[src/rtl/stbuf_pkg.sv]
package stbuf_pkg;

    typedef enum logic [1:0] {
        SB_EMPTY = 2'd0,
        SB_HELD  = 2'd1,
        SB_FLUSH = 2'd2
    } sb_state_t;

endpackage

[src/rtl/stbuf_ctrl.sv]
module stbuf_ctrl
    import stbuf_pkg::*;
(
    input  logic      clk,
    input  logic      rst_n,
    input  logic      st_valid,
    input  logic      st_hit,
    input  logic      ld_valid,
    input  logic      flush,
    output logic      st_ready,
    output logic      capture,
    output logic      drain,
    output logic      holding,
    output sb_state_t state
);

    sb_state_t state_q;
    sb_state_t state_d;
    logic      st_fire;

    always_comb begin
        st_fire = st_valid && (state_q != SB_FLUSH) && !flush;
        state_d = state_q;
        unique case (state_q)
            SB_EMPTY: begin
                if (st_fire && st_hit) begin
                    state_d = SB_HELD;
                end
            end
            SB_HELD: begin
                if (st_fire) begin
                    state_d = st_hit ? SB_HELD : SB_EMPTY;
                end else if (!ld_valid) begin
                    state_d = SB_EMPTY;
                end else if (flush) begin
                    state_d = SB_FLUSH;
                end
            end
            SB_FLUSH: begin
                if (!ld_valid) begin
                    state_d = SB_EMPTY;
                end
            end
            default: state_d = SB_EMPTY;
        endcase
    end

    always_ff @(posedge clk) begin
        if (!rst_n) begin
            state_q <= SB_EMPTY;
        end else begin
            state_q <= state_d;
        end
    end

    always_comb begin
        st_ready = 1'b0;
        capture  = 1'b0;
        drain    = 1'b0;
        holding  = 1'b0;
        unique case (state_q)
            SB_EMPTY: begin
                st_ready = !flush;
                capture  = st_fire && st_hit;
            end
            SB_HELD: begin
                st_ready = !flush;
                capture  = st_fire && st_hit;
                drain    = !ld_valid;
                holding  = 1'b1;
            end
            SB_FLUSH: begin
                drain    = !ld_valid;
                holding  = 1'b1;
            end
            default: begin
                st_ready = 1'b0;
            end
        endcase
    end

    assign state = state_q;

endmodule

[src/rtl/stbuf_entry.sv]
module stbuf_entry #(
    parameter int AW = 10,
    parameter int DW = 32,
    parameter int BW = DW / 8
) (
    input  logic          clk,
    input  logic          rst_n,
    input  logic          capture,
    input  logic [AW-1:0] in_addr,
    input  logic [DW-1:0] in_data,
    input  logic [BW-1:0] in_be,
    output logic [AW-1:0] e_addr,
    output logic [DW-1:0] e_data,
    output logic [BW-1:0] e_be
);

    always_ff @(posedge clk) begin
        if (!rst_n) begin
            e_addr <= '0;
            e_data <= '0;
            e_be   <= '0;
        end else if (capture) begin
            e_addr <= in_addr;
            e_data <= in_data;
            e_be   <= in_be;
        end
    end

endmodule

[src/rtl/stbuf_fwd.sv]
module stbuf_fwd #(
    parameter int AW = 10,
    parameter int DW = 32,
    parameter int BW = DW / 8
) (
    input  logic          clk,
    input  logic          rst_n,
    input  logic          ld_valid,
    input  logic [AW-1:0] ld_addr,
    input  logic          holding,
    input  logic [AW-1:0] e_addr,
    input  logic [DW-1:0] e_data,
    input  logic [BW-1:0] e_be,
    input  logic [DW-1:0] arr_rdata,
    output logic          ld_rvalid,
    output logic [DW-1:0] ld_rdata
);

    localparam int BYTE_W = DW / BW;

    logic          match;
    logic          rvalid_q;
    logic [BW-1:0] fmask_q;
    logic [DW-1:0] fdata_q;

    assign match = ld_valid && holding && (ld_addr == e_addr);

    always_ff @(posedge clk) begin
        if (!rst_n) begin
            rvalid_q <= 1'b0;
            fmask_q  <= '0;
            fdata_q  <= '0;
        end else begin
            rvalid_q <= ld_valid;
            fmask_q  <= match ? e_be : '0;
            fdata_q  <= e_data;
        end
    end

    for (genvar b = 0; b < BW; b++) begin : g_byte
        assign ld_rdata[b*BYTE_W +: BYTE_W] = fmask_q[b] ? fdata_q[b*BYTE_W +: BYTE_W]
                                                         : arr_rdata[b*BYTE_W +: BYTE_W];
    end

    assign ld_rvalid = rvalid_q;

endmodule

[src/rtl/stbuf_top.sv]
module stbuf_top
    import stbuf_pkg::*;
#(
    parameter int AW = 10,
    parameter int DW = 32,
    parameter int BW = DW / 8
) (
    input  logic          clk,
    input  logic          rst_n,
    input  logic          st_valid,
    output logic          st_ready,
    input  logic          st_hit,
    input  logic [AW-1:0] st_addr,
    input  logic [DW-1:0] st_data,
    input  logic [BW-1:0] st_be,
    input  logic          ld_valid,
    input  logic [AW-1:0] ld_addr,
    output logic          ld_rvalid,
    output logic [DW-1:0] ld_rdata,
    input  logic          flush,
    output logic          empty,
    output logic          arr_we,
    output logic [AW-1:0] arr_waddr,
    output logic [DW-1:0] arr_wdata,
    output logic [BW-1:0] arr_wbe,
    output logic          arr_re,
    output logic [AW-1:0] arr_raddr,
    input  logic [DW-1:0] arr_rdata
);

    sb_state_t     state;
    logic          capture;
    logic          drain;
    logic          holding;
    logic [AW-1:0] e_addr;
    logic [DW-1:0] e_data;
    logic [BW-1:0] e_be;

    stbuf_ctrl u_ctrl (
        .clk      (clk),
        .rst_n    (rst_n),
        .st_valid (st_valid),
        .st_hit   (st_hit),
        .ld_valid (ld_valid),
        .flush    (flush),
        .st_ready (st_ready),
        .capture  (capture),
        .drain    (drain),
        .holding  (holding),
        .state    (state)
    );

    stbuf_entry #(.AW(AW), .DW(DW), .BW(BW)) u_entry (
        .clk     (clk),
        .rst_n   (rst_n),
        .capture (capture),
        .in_addr (st_addr),
        .in_data (st_data),
        .in_be   (st_be),
        .e_addr  (e_addr),
        .e_data  (e_data),
        .e_be    (e_be)
    );

    stbuf_fwd #(.AW(AW), .DW(DW), .BW(BW)) u_fwd (
        .clk       (clk),
        .rst_n     (rst_n),
        .ld_valid  (ld_valid),
        .ld_addr   (ld_addr),
        .holding   (holding),
        .e_addr    (e_addr),
        .e_data    (e_data),
        .e_be      (e_be),
        .arr_rdata (arr_rdata),
        .ld_rvalid (ld_rvalid),
        .ld_rdata  (ld_rdata)
    );

    assign empty     = (state == SB_EMPTY);
    assign arr_we    = drain;
    assign arr_waddr = e_addr;
    assign arr_wdata = e_data;
    assign arr_wbe   = e_be;
    assign arr_re    = ld_valid;
    assign arr_raddr = ld_addr;

endmodule

[config.mk]
export PLATFORM = sky130hd
export DESIGN_NAME = stbuf_top
export DESIGN_NICKNAME = d
export VERILOG_FILES = /design/src/rtl/stbuf_pkg.sv /design/src/rtl/stbuf_ctrl.sv /design/src/rtl/stbuf_entry.sv /design/src/rtl/stbuf_fwd.sv /design/src/rtl/stbuf_top.sv
export SDC_FILE = /design/constraint.sdc
export NUM_CORES = 1
export LEC_CHECK = 0
export BUFFER_PORTS_ARGS = -buffer_cell sky130_fd_sc_hd__buf_4
export CAP_MARGIN = 20
export CORE_MARGIN = 4
export CORE_UTILIZATION = 28
export CTS_CLUSTER_SIZE = 20
export DETAILED_ROUTE_END_ITERATION = 7
export GPL_ROUTABILITY_DRIVEN = 0
export PLACE_DENSITY_LB_ADDON = 0.3
export SYNTH_ARGS = -nofsm -noshare
export SYNTH_HDL_FRONTEND = slang
export SYNTH_SLANG_ARGS = --single-unit
[constraint.sdc]
create_clock -name clk -period 1.75 [get_ports clk]
set_input_delay 0.35 -clock clk [delete_from_list [all_inputs] [get_ports clk]]
set_output_delay 0.35 -clock clk [all_outputs]
set_load 0.1 [all_outputs]
==> flow_metrics.env <==
export IMPL_numCtsBuffers=9
export IMPL_pin_count=187
export IMPL_yosys_warnings=0
export IMPL_synth_seq_cells=85
export IMPL_yosysUniqueCellTypes=25
export IMPL_wl_per_cell_um=13.26
export IMPL_clock_sinks=85
export IMPL_p_leak_nw=2.357
export IMPL_fin_setup_tns_ns=0
export IMPL_finalHoldViolCount=0
export IMPL_antenna_cells=0
export IMPL_routed_wl_um=9365
export IMPL_maxCapViolCount=0
export IMPL_drt_first_pass_iters=5
export IMPL_h_tree_depth=3
export IMPL_core_rowCount=40
export IMPL_ir_worst_vdd_v=0.0004046
export IMPL_clock_path_buffers=2
export IMPL_power_total_mw=5.459
export IMPL_grt_pass1_vias=2969
export IMPL_fin_util_pct=45.47
export IMPL_core_um2=12060
export IMPL_area_growth_syn_to_layout_pct=57.72
export IMPL_cellPowerDensity_nw_per_um2=995.4
export IMPL_status="finished, final reports clean"
export IMPL_stdcell_area_um2=5484
export IMPL_nFillCells=1180
export IMPL_fin_cells=706
export IMPL_syn_nets=457
export IMPL_die_h_um=119.4
export IMPL_cp_max_fo=8
export IMPL_placedCellCount=690
export IMPL_start_util_pct=28.83
export IMPL_hold_buffers=0
export IMPL_dp_hpwl_um=6989
export IMPL_portBuffers=186
export IMPL_max_freq_mhz=590.0
export IMPL_insertion_delay_ns=0.33
export IMPL_dpl_cell_area_um2=5026
export IMPL_pre_cts_ws_ns=0.01300
export IMPL_grt_pass1_wl_um=14900
export IMPL_hold_worst_slack_ns=0.2582
export IMPL_grt_ovfl_total=0
export IMPL_final_max_slew_viol_count=0
export IMPL_netlist_instances=360
export IMPL_setup_viol=0
export IMPL_path_class="reg2out"
export IMPL_grt_max_degree=81
export IMPL_track_usage_pct=13.00
export IMPL_layout_drive_gt1_share_pct=49.07
export IMPL_period_share_pct=96.86
export IMPL_vias_per_cell=4.174
export IMPL_antenna_found_initial=0
export IMPL_crit_path_end_kind="output port"
export IMPL_die_area_um2=14260
export IMPL_synth_cell_area_um2=3477
export IMPL_critical_path_required_ns=1.40
export IMPL_synth_seq_area_share_pct=48.94
export IMPL_syn_avg_cell_area_um2=9.659
export IMPL_finalWorstSetupSlack_ns=0.05502
export IMPL_final_common_cell="buf_4"
export IMPL_die_width_um=119.4
export IMPL_via_count=2947
export IMPL_fin_crit_ns=1.695
export IMPL_clock_skew_final_ns=0.006779
export IMPL_slew_headroom_pct=57.12
export IMPL_postRouteAntennaNets=0
export IMPL_nets=630
export IMPL_ctsRootBufferMaster="clkbuf_16"
export IMPL_clkTransAtPathRegs_ns=0.06
export IMPL_drcViolationCount=0
export IMPL_drt_iter0_markers=66
export IMPL_layout_common_cells="180 x buf_4, 95 x nand2_1, 76 x dfxtp_1"
export IMPL_cts_tree="done"
export IMPL_cp_arrival_ns=1.34
export IMPL_crit_path_start_kind="flop"
export IMPL_holdCritPathClass="in2reg"
export IMPL_tightest_slew_ns=0.6433
-- cell usage after synthesis, drive strengths merged --
| master | number | area [um2] |
|---|---|---|
| nand2 | 95 | 356.6 |
| dfxtp | 85 | 1702 |
| a21boi | 46 | 345.3 |
| and2 | 38 | 237.7 |
| mux2 | 32 | 360.4 |
| buf | 21 | 162.7 |
| clkbuf | 12 | 45.04 |
| xnor2 | 10 | 87.58 |
| nor2 | 5 | 26.27 |
| ha | 3 | 37.54 |
| inv | 2 | 7.510 |
| nand3 | 2 | 10.01 |
| a221oi | 1 | 15.01 |
| a41o | 1 | 10.01 |
| nand4 | 1 | 6.260 |
| nand4bb | 1 | 27.53 |
| nor2b | 1 | 6.260 |
| nor4 | 1 | 12.51 |
| nor4bb | 1 | 10.01 |
| o21ai | 1 | 5.000 |
| or2 | 1 | 6.260 |
-- what timing repair did --
item | in CTS | in global routing
setup endpoints to repair | 35 | 71
setup buffers | 0 | 2
pin swaps | 1 | 3
gates resized for setup | 22 | 10
-- sequential cells by signal (all words and copies together), names as in the netlist --
signal / count
u_ctrl.state: 2
u_entry.e_addr: 10
u_entry.e_be: 4
u_entry.e_data: 32
u_fwd.fdata_q: 32
u_fwd.fmask_q: 4
u_fwd.ld_rvalid: 1
-- worst paths after layout --
kind	startpoint	to	slack [ns]	cells after the start
min reg2reg	u_entry.e_data[10]	u_entry.e_data[10]	0.46	2
min	st_addr[1]	u_entry.e_addr[1]	0.26	3
max reg2reg	u_ctrl.state[0]	u_ctrl.state[0]	0.07	7
max	u_fwd.fmask_q[3]	ld_rdata[30]	0.06	3
-- power breakdown --
part           internal, mW  switching [mW]
clock                  1.44           0.760
sequential             1.98          0.0314
combinational         0.378           0.867
total                  3.80            1.66
-- routing by layer --
metal  global-route usage [%]  vias up  wire length (um)
met1                    15.64     1331              3957
met3                    3.751       13               640
met4                    5.011        0               159
met5                        0        -                 0
li1                         -     1501                 -
met2                    21.90      102              4608
-- cell families after synthesis --
| logic type | synth area share (%) |
|---|---|
| AO/OA/AOI/OAI | 10.79 |
| XOR/XNOR | 2.519 |
| multiplexers | 10.36 |
| flip-flops | 48.94 |
| adder cells (fa/ha/maj) | 1.080 |
| buffers and inverters | 6.189 |
| AND/OR/NAND/NOR | 20.12 |
-- worst max-delay path, cell delays in order, from the launching register on --
cell	delay, ns
dfxtp_1	0.32
buf_6	0.15
mux2_2	0.36
buf_6	0.19
-- area by class of cell --
type                    instances  area (um2)  area share, %
clock buffers                  11       242.7          4.426
clock inverters                 5       106.4          1.939
inverters                       2       7.507         0.1369
multi-input cells             240        1624          29.61
flip-flops and latches         85        1720          31.37
well taps                     168       210.2          3.833
repair buffers                195        1573          28.68
No activity file was read; power rests on OpenSTA's default activity.
